## src/rtl/nand_bus_pkg.sv

```systemverilog
package nand_bus_pkg;

  typedef enum logic [1:0] {
    PH_IDLE   = 2'd0,
    PH_SETUP  = 2'd1,
    PH_STROBE = 2'd2,
    PH_HOLD   = 2'd3
  } phase_e;

  typedef enum logic [1:0] {
    SZ_BYTE = 2'd0,
    SZ_HALF = 2'd1,
    SZ_WORD = 2'd2
  } size_e;

endpackage

```

## src/rtl/nand_phase_timer.sv

```systemverilog
module nand_phase_timer
  import nand_bus_pkg::*;
#(
  parameter int CW = 4
) (
  input  logic          clk,
  input  logic          rst,
  input  logic          start,
  input  logic          more,
  input  logic [CW-1:0] setup_len,
  input  logic [CW-1:0] strobe_len,
  input  logic [CW-1:0] hold_len,
  output phase_e        phase,
  output phase_e        phase_nxt,
  output logic          strobe_end,
  output logic          byte_end
);

  logic [CW-1:0] cnt, cnt_nxt;

  // A length of zero behaves as one cycle
  function automatic logic [CW-1:0] first_count(input logic [CW-1:0] len);
    return (len == '0) ? '0 : len - 1'b1;
  endfunction

  assign strobe_end = (phase == PH_STROBE) && (cnt == '0);
  assign byte_end   = (phase == PH_HOLD) && (cnt == '0);

  always_comb begin
    phase_nxt = phase;
    cnt_nxt   = (cnt != '0) ? cnt - 1'b1 : cnt;
    unique case (phase)
      PH_IDLE: if (start) begin
        phase_nxt = PH_SETUP;
        cnt_nxt   = first_count(setup_len);
      end
      PH_SETUP: if (cnt == '0) begin
        phase_nxt = PH_STROBE;
        cnt_nxt   = first_count(strobe_len);
      end
      PH_STROBE: if (cnt == '0) begin
        phase_nxt = PH_HOLD;
        cnt_nxt   = first_count(hold_len);
      end
      PH_HOLD: if (cnt == '0) begin
        phase_nxt = more ? PH_SETUP : PH_IDLE;
        cnt_nxt   = more ? first_count(setup_len) : '0;
      end
      default: phase_nxt = PH_IDLE;
    endcase
  end

  always_ff @(posedge clk) begin
    if (rst) begin
      phase <= PH_IDLE;
      cnt   <= '0;
    end else begin
      phase <= phase_nxt;
      cnt   <= cnt_nxt;
    end
  end

  AST_STROBE_AFTER_SETUP: assert property (@(posedge clk) disable iff (rst)
    $rose(phase == PH_STROBE) |-> $past(phase) == PH_SETUP);

  AST_HOLD_AFTER_STROBE: assert property (@(posedge clk) disable iff (rst)
    $rose(phase == PH_HOLD) |-> $past(phase) == PH_STROBE);

endmodule

```

## src/rtl/nand_lane_seq.sv

```systemverilog
module nand_lane_seq
  import nand_bus_pkg::*;
#(
  parameter int BYTES = 4,
  parameter int LW    = $clog2(BYTES)
) (
  input  logic          clk,
  input  logic          rst,
  input  logic          load,
  input  logic [1:0]    size,
  input  logic          advance,
  output logic [LW-1:0] lane,
  output logic          last
);

  logic [LW-1:0] last_idx;

  assign last = (lane == last_idx);

  always_ff @(posedge clk) begin
    if (rst) begin
      lane     <= '0;
      last_idx <= '0;
    end else if (load) begin
      lane <= '0;
      unique case (size)
        SZ_BYTE: last_idx <= '0;
        SZ_HALF: last_idx <= LW'(1);
        default: last_idx <= LW'(BYTES - 1);
      endcase
    end else if (advance && !last) begin
      lane <= lane + 1'b1;
    end
  end

  AST_LANE_BOUND: assert property (@(posedge clk) disable iff (rst)
    lane <= last_idx);

endmodule

```

## src/rtl/nand_bus_adapter.sv

```systemverilog
module nand_bus_adapter
  import nand_bus_pkg::*;
#(
  parameter int AW      = 16,
  parameter int DW      = 32,
  parameter int CW      = 4,
  parameter int CLE_BIT = 4,
  parameter int ALE_BIT = 3
) (
  input  logic          clk,
  input  logic          rst,
  input  logic          host_req,
  input  logic          host_we,
  input  logic [AW-1:0] host_addr,
  input  logic [1:0]    host_size,
  input  logic [DW-1:0] host_wdata,
  output logic          host_busy,
  output logic          host_ack,
  output logic [DW-1:0] host_rdata,
  output logic          host_flash_ready,
  input  logic [CW-1:0] cfg_setup,
  input  logic [CW-1:0] cfg_strobe,
  input  logic [CW-1:0] cfg_hold,
  input  logic [AW-1:0] cfg_cs_mask,
  output logic          nand_cle,
  output logic          nand_ale,
  output logic [1:0]    nand_ce_n,
  output logic          nand_we_n,
  output logic          nand_re_n,
  output logic [7:0]    nand_dq_o,
  output logic          nand_dq_oe,
  input  logic [7:0]    nand_dq_i,
  input  logic          nand_wait
);

  localparam int BYTES = DW / 8;
  localparam int LW    = $clog2(BYTES);

  phase_e        phase, phase_nxt;
  logic          strobe_end, byte_end;
  logic [LW-1:0] lane;
  logic          last;
  logic          accept;
  logic          wr_q;
  logic [DW-1:0] wbuf, rbuf;
  logic [1:0]    wait_sync;

  assign accept = host_req && !host_busy;

  nand_phase_timer #(.CW(CW)) u_timer (
    .clk        (clk),
    .rst        (rst),
    .start      (accept),
    .more       (!last),
    .setup_len  (cfg_setup),
    .strobe_len (cfg_strobe),
    .hold_len   (cfg_hold),
    .phase      (phase),
    .phase_nxt  (phase_nxt),
    .strobe_end (strobe_end),
    .byte_end   (byte_end)
  );

  nand_lane_seq #(.BYTES(BYTES), .LW(LW)) u_lanes (
    .clk     (clk),
    .rst     (rst),
    .load    (accept),
    .size    (host_size),
    .advance (byte_end),
    .lane    (lane),
    .last    (last)
  );

  always_ff @(posedge clk) begin
    if (rst) begin
      host_busy  <= 1'b0;
      host_ack   <= 1'b0;
      host_rdata <= '0;
      nand_cle   <= 1'b0;
      nand_ale   <= 1'b0;
      nand_ce_n  <= 2'b11;
      nand_we_n  <= 1'b1;
      nand_re_n  <= 1'b1;
      nand_dq_o  <= '0;
      nand_dq_oe <= 1'b0;
      wr_q       <= 1'b0;
      wbuf       <= '0;
      rbuf       <= '0;
    end else begin
      host_ack  <= 1'b0;
      nand_we_n <= !((phase_nxt == PH_STROBE) && wr_q);
      nand_re_n <= !((phase_nxt == PH_STROBE) && !wr_q);
      if (accept) begin
        host_busy  <= 1'b1;
        wr_q       <= host_we;
        nand_cle   <= host_addr[CLE_BIT];
        nand_ale   <= host_addr[ALE_BIT] && !host_addr[CLE_BIT];
        nand_ce_n  <= (|(host_addr & cfg_cs_mask)) ? 2'b01 : 2'b10;
        nand_dq_o  <= host_wdata[7:0];
        wbuf       <= host_wdata >> 8;
        nand_dq_oe <= host_we;
        rbuf       <= '0;
      end
      if (strobe_end && !wr_q)
        rbuf[{lane, 3'b000} +: 8] <= nand_dq_i;
      if (byte_end) begin
        if (last) begin
          host_busy  <= 1'b0;
          host_ack   <= 1'b1;
          host_rdata <= rbuf;
          nand_cle   <= 1'b0;
          nand_ale   <= 1'b0;
          nand_ce_n  <= 2'b11;
          nand_dq_oe <= 1'b0;
        end else begin
          nand_dq_o <= wbuf[7:0];
          wbuf      <= wbuf >> 8;
        end
      end
    end
  end

  always_ff @(posedge clk) begin
    if (rst) begin
      wait_sync <= 2'b00;
    end else begin
      wait_sync <= {wait_sync[0], nand_wait};
    end
  end
  assign host_flash_ready = wait_sync[1];

  AST_LATCH_EXCLUSIVE: assert property (@(posedge clk) disable iff (rst)
    !(nand_cle && nand_ale));

  AST_SINGLE_DIE: assert property (@(posedge clk) disable iff (rst)
    $countones(~nand_ce_n) <= 1);

  AST_STROBES_EXCLUSIVE: assert property (@(posedge clk) disable iff (rst)
    !(!nand_we_n && !nand_re_n));

  AST_WRITE_DRIVES_BUS: assert property (@(posedge clk) disable iff (rst)
    !nand_we_n |-> nand_dq_oe);

  AST_ACK_ENDS_BUSY: assert property (@(posedge clk) disable iff (rst)
    host_ack |-> (!host_busy && $past(host_busy)));

  AST_CTRL_STABLE: assert property (@(posedge clk) disable iff (rst)
    (host_busy && $past(host_busy)) |->
      ($stable(nand_cle) && $stable(nand_ale) && $stable(nand_ce_n)));

  AST_IDLE_QUIET: assert property (@(posedge clk) disable iff (rst)
    !host_busy |-> (nand_we_n && nand_re_n && nand_ce_n == 2'b11));

endmodule

```

## config.mk

```make
export PLATFORM = sky130hd
export DESIGN_NAME = nand_bus_adapter
export DESIGN_NICKNAME = d
export VERILOG_FILES = /design/src/rtl/nand_bus_pkg.sv /design/src/rtl/nand_phase_timer.sv /design/src/rtl/nand_lane_seq.sv /design/src/rtl/nand_bus_adapter.sv
export SDC_FILE = /design/constraint.sdc
export NUM_CORES = 1
export LEC_CHECK = 0
export ABC_AREA = 0
export BUFFER_PORTS_ARGS = -buffer_cell sky130_fd_sc_hd__buf_2
export CAP_MARGIN = 20
export CORE_ASPECT_RATIO = 1.25
export CORE_UTILIZATION = 47
export CTS_CLUSTER_DIAMETER = 120
export DETAILED_ROUTE_END_ITERATION = 10
export PLACE_DENSITY = 0.84
export SLEW_MARGIN = 20
export SYNTH_ARGS = -nofsm -noshare
export SYNTH_HDL_FRONTEND = slang
export SYNTH_SLANG_ARGS = --single-unit
```

## constraint.sdc

```tcl
create_clock -name clk -period 1.8 [get_ports clk]
set_clock_uncertainty 0.1 [all_clocks]
set_input_delay 0.09 -clock clk [delete_from_list [all_inputs] [get_ports clk]]
set_output_delay 0.09 -clock clk [all_outputs]
set_load 0.01 [all_outputs]
```

# Word-level counts from Yosys, hierarchy flattened
# Index checks and enable logic that the tools add are counted.
# totals
output_inout_bits	50
wordCells	103
register_bits	126
input_bits	91
# classes
n_addsub	6
bitwise	2
n_shift	2
eq_ne	6
muxes	44
n_reduce_logical	25
# op_table
cell	n
32-bit 2-to-1 mux	6
4-bit 2-to-1 mux	9
32-bit bitwise mux	1
8-bit by 7-bit variable shift with 32-bit output (first input constant)	1
8-bit by 7-bit indexed part select with 32-bit output	1
8-bit 2-to-1 mux	3
16-bit bitwise AND	1
4-bit zero test	4
2-bit 2-to-1 mux	8
4-bit case mux with 4 select lines	1
16-bit OR reduction	1
4-bit by 1-bit subtractor with 4-bit output (second input constant)	4
1-bit 2-to-1 mux	14
1-bit logical AND	8
2-bit case mux with 4 select lines	1
5-bit negator with 7-bit output	1
2-bit equality test (second input constant)	3
1-bit zero test	6
2-bit by 1-bit equality test with 1-bit output (second input constant)	2
2-bit zero test	2
2-bit case mux with 2 select lines	1
4-bit nonzero test	1
2-bit OR reduction	2
2-bit by 1-bit adder with 2-bit output (second input constant)	1
other kinds (3)	3

# Longest topological paths before layout
# depth
depth_word	7
mapped_depth	9
ltp_nobuf	7

# Modules after synthesis
# From an unflattened synthesis, not the netlist that was laid out.
# unflattened
hier_cells	580
hier_area_um2	5246.3
# modules_own_cells
mod	instances	cells_per_inst	seq_area_each_um2	area_per_inst_um2
nand_bus_adapter	1	442	2322.2	4234.1
nand_phase_timer	1	116	120.1	818.3
nand_lane_seq	1	22	80.1	193.9

# Worst setup path after synthesis
# No wires, ideal clock.
# synth_path
kind	register to register
from	register u_timer.cnt[0]
to	register host_rdata[10]
required_ns	1.583
path_slack_ns	-0.168
period_less_slack_ns	1.968
setup_time_ns	0.117
arrival_time_ns	1.752
stages_incl_launch_ff	8
n_path_buf	1
cell_sequence	dfxtp_1 inv_1 ha_1 or3b_4 nor2_2 a21oi_1 clkbuf_1 a22o_1
# synth_between
elab_chain_cells	3
# synth_lines
item	line_no	source
start: declaration	nand_phase_timer.sv:19	logic [CW-1:0] cnt, cnt_nxt;
start signal: assignment	nand_phase_timer.sv:59	cnt <= cnt_nxt;
4-bit zero test	nand_phase_timer.sv:27	assign byte_end = (phase == PH_HOLD) && (cnt == '0);
1-bit logical AND	nand_phase_timer.sv:27	
2-bit AND reduction (no line)	--	
end signal: assignment	nand_bus_adapter.sv:110	host_rdata <= rbuf;
end: declaration	nand_bus_adapter.sv:19	output logic [DW-1:0] host_rdata,
# Every way passes these cells.
# A chain may end at the register's enable or synchronous reset.

# Worst setup path after layout
# layout_path
from	register u_timer.cnt[0]
to	register wbuf[0]
# layout_between
elab_chain_cells	3
# layout_lines
item	line_no	source
4-bit zero test	nand_phase_timer.sv:27	
1-bit logical AND	nand_phase_timer.sv:27	
32-bit 2-to-1 mux	nand_bus_adapter.sv:106	if (byte_end) begin
end signal: assignment	nand_bus_adapter.sv:100	wbuf <= host_wdata >> 8;
end signal: assignment	nand_bus_adapter.sv:117	wbuf <= wbuf >> 8;
end: declaration	nand_bus_adapter.sv:45	logic [DW-1:0] wbuf, rbuf;
# Every way passes these cells.

==> summary.txt <==
STA
  – Period utilisation layout: 1.12
  – RSZ-0062 raised after global routing: yes
  – WHS: 12.6 ps
  – Fin. Hold Viols: 0
  – Worst Max-Slew Pin Slew: 642 ps
  – Fin worst setup slack: -211 ps
  – Max Freq: 497 MHz
  – Final Setup Violations: 111
  – Slew Viols, Final: 0
  – Slew headroom: 0.567
  – Post-route minimum period: 2010 ps

Die
  – Die width: 95.9 um
  – DIE AREA: 0.0114 mm^2
  – Row count: 42
  – I/O Pins: 141
  – CORE AREA: 0.0107 mm^2
  – Die height: 119 um
  – Initial Utilization: 0.485

GRT
  – Vias in the first global route: 5389
  – Antenna violations before repair: 0
  – GRT Total Usage: 0.294
  – First-pass GRT wire length: 26100 um
  – GRT Residual Overflow: 0
  – Pin count of the biggest net entering global routing: 55

Drt
  – Vias: 5530
  – Vias per std cell: 5.89
  – WL per Instance: 19.2 um
  – Post-route DRC: 0
  – WL final: 18100 um
  – Post-DRT Antenna Nets: 0
  – Initial DRT Pass Iterations: 5
  – 1st-iter DRT viols: 286

Logic synthesis
  – Leading area contributor after synthesis: dfxtp_1
  – Number of enable flip-flop cells after synthesis: 0
  – Register area share after synthesis: 0.487
  – Most frequent cells after synthesis: 126 x dfxtp_1, 87 x nand2_1, 50 x nand3_1, 47 x nor2_1, 40 x a22o_1
  – Synth Area in Adders: 0.0266
  – Mux cell area share after synthesis: 0.00773
  – Syn nets: 684
  – Largest family of logic cells by synthesized area: simple AND/OR/NAND/NOR gates
  – Synth Flop Type: dfxtp_1
  – Yosys warnings: 0
  – Gate Count Post-Synth: 582
  – Main area contributors after synthesis: dfxtp_1 49%, a22o_1 6.8%, nand2_1 6.3%, a311oi_1 5.6%, nand3_1 4.8%
  – Synth Area in Compound Gates: 0.205
  – Synthesized area: 0.00518 mm^2
  – Yosys reg bits: 126
  – Ys async rst share: 0
  – Netlist cell types: 46
  – Most common cell in the netlist: dfxtp_1
  – Xor/xnor share of the synthesized area: 0.00677
  – Yosys top cell area share: 0.487
  – Synth Area in Simple Gates: 0.216
  – Mean post-synth cell area: 8.90 um^2

Clocking
  – Clock transition at path regs: 60 ps
  – CTS Sinks: 126
  – Clock root buffer: clkbuf_16
  – CTS tree: yes
  – Clock Tree Buf Depth: 2
  – CTS H-Tree Depth: 4
  – Total CTS buffers: 17
  – Clk_lat worst skew: 420 ps

Worst setup path
  – Slowest cell on the critical path: or3b_4
  – Reg2Reg Depth: 8
  – Setup crit start kind: register
  – Worst setup EP type: register
  – Critical path, cell by cell: inv_2 > ha_4 > or3b_4 > buf_6 > nor2_4 > nand2_2 > buf_6 > a311oi_1
  – Largest delay contributor family on the critical path: simple AND/OR/NAND/NOR gates
  – CP Buf/Inv Count: 3
  – CP Depth: 8
  – Crit path DAT: 2220 ps
  – CP Max Fanout: 18
  – Terminus of the critical flop-to-flop path: wbuf[0]
  – Largest stage delay, worst path: 400 ps
  – R2R Path Start: u_timer.cnt[0]
  – Worst Setup Path Type: register to register
  – Critical path's most frequent cell: buf_6
  – CP startpoint: u_timer.cnt[0]
  – R2R Setup Slk: -210 ps
  – CP required: 2010 ps

Cells and area
  – Multi-input gate area: 0.00292 mm^2
  – Final-layout fill cell count: 675
  – Register area: 0.00253 mm^2
  – Nets: 896
  – Area grow syn2layout: 53.6%
  – Post-route cell area: 0.00795 mm^2
  – Share of layout cells above drive strength 1: 0.405
  – N_diodes: 0

Power
  – Comb pwr share: 0.240
  – Clock power frac: 0.402
  – Power density cells: 1060 mW/mm^2
  – Switching Share: 0.292
  – Sequential share of power: 0.358
  – NetSw: 0.00245 W
  – Static leakage: 3.34 nW
  – Cell-internal power: 0.00594 W
  – VDD IR max: 0.000751 V

Min path
  – Hold path endpoint: nand_ale
  – Hold Path Cell Cnt: 4
  – Hold Startpoint: host_addr[3]
  – Worst hold path type: input pin to register

Run
  – MaxCap Viol Count: 0

Place
  – GP Congestion: 0.861
  – Post-DP HPWL: 9610 um
  – Port Buf Inserts: 140
  – Area after DPL: 0.00621 mm^2

Outcome
  – Status: finished with violations
  – Failing checks: setup timing
==> power by group through the flow <==
stage / sequential (W) / clock [W] / combinational [W]
final: 0.00300 / 0.00337 / 0.00201
after floorplan: 0.00306 / 0 / 0.000792
after global placement: 0.00304 / 0 / 0.00135
after global routing: 0.00302 / 0.00351 / 0.00213
after CTS: 0.00299 / 0.00336 / 0.00184
after detailed placement: 0.00305 / 0 / 0.00138
==> repair_timing <==
item / CTS / global route
setup buffers: 5 / 4
endpoints found under the hold margin: 73 / 0
hold buffers: 48 / 0
endpoints found under the setup margin: 116 / 118
gates cloned: 1 / 5
pin swaps: 35 / 37
resized for setup: 60 / 55
==> worst register-to-register path, stage by stage (launching register included) <==
cell      delay (ps)
dfxtp_2          320
inv_2             70
ha_4             130
or3b_4           400
buf_6            140
nor2_4           130
nand2_2          120
buf_6            200
a311oi_1         290
==> how the worst max path moves through the flow <==
stage	end	slack [ps]
floorplan	rbuf[1]	-50
global placement	rbuf[25]	-160
detailed placement	rbuf[7]	-250
CTS	wbuf[6]	-150
global route	nand_dq_o[7]	-290
finish	wbuf[0]	-210
==> metal layers <==
layer | vias to the layer above | track usage | wire length (um)
met5 | - | 0 | 0
met4 | 0 | 0.141 | 833
met3 | 74 | 0.0728 | 1170
met2 | 309 | 0.514 | 9470
met1 | 2609 | 0.326 | 6590
li1 | 2538 | - | -
==> cell usage in the layout (no fill, tap or decap), drive strengths merged, types with 3 or more instances in the layout <==
cell and n:
nor2b 5, nor2 49, dfxtp 126, and3 9, ha 11, a21oi 37, and2 4, o31ai 4
a311oi 33, nor3 11, buf 183, a21o 3, inv 13, dlygate4sd3 48, xnor2 4, clkinvlp 3
nor3b 7, clkinv 7, o22ai 3, nand2b 5, nand3 50, clkbuf 23, nand2 87, o21ai 8
a22o 40, or3 3, mux2i 4, a22oi 7
==> registers in the layout, indices dropped and copies added, names as in the netlist, 4 cells and up <==
name and cells:
host_rdata 32, nand_dq_o 8, u_timer.cnt 4, wbuf 32
rbuf 32
==> stage by stage <==
stage / setup WS, ps / instances / total power, W / TNS (ps) / utilization
after global routing: -287 / 939 / 0.00865 / -22980 / 0.745
after CTS: -153 / 932 / 0.00819 / -9520 / 0.712
after detailed placement: -255 / 846 / 0.00443 / -18350 / 0.582
after floorplan: -49.7 / 582 / 0.00386 / -1150 / -
final: -211 / 939 / 0.00839 / -16550 / 0.745
after global placement: -157 / 846 / 0.00440 / -12850 / 0.582
==> logic make-up (layout without fill, tap and decap cells) <==
kind of cell / after synthesis / in the layout
flip-flops: 126 / 126
buffers and inverters: 54 / 279
adder cells (fa/ha/maj): 11 / 11
XOR/XNOR: 4 / 4
multiplexers: 4 / 4
AND/OR/NAND/NOR: 239 / 239
AO/OA/AOI/OAI: 144 / 144
==> cell type report <==
cell class,count,share of cell area
repair buffers,235,0.215
multi-input cells,402,0.367
clock buffers,19,0.0557
flip-flops and latches,126,0.318
clock inverters,13,0.0178
well taps,132,0.0208
inverters,12,0.00567
Note: power is estimated with default switching activity, not from simulation.
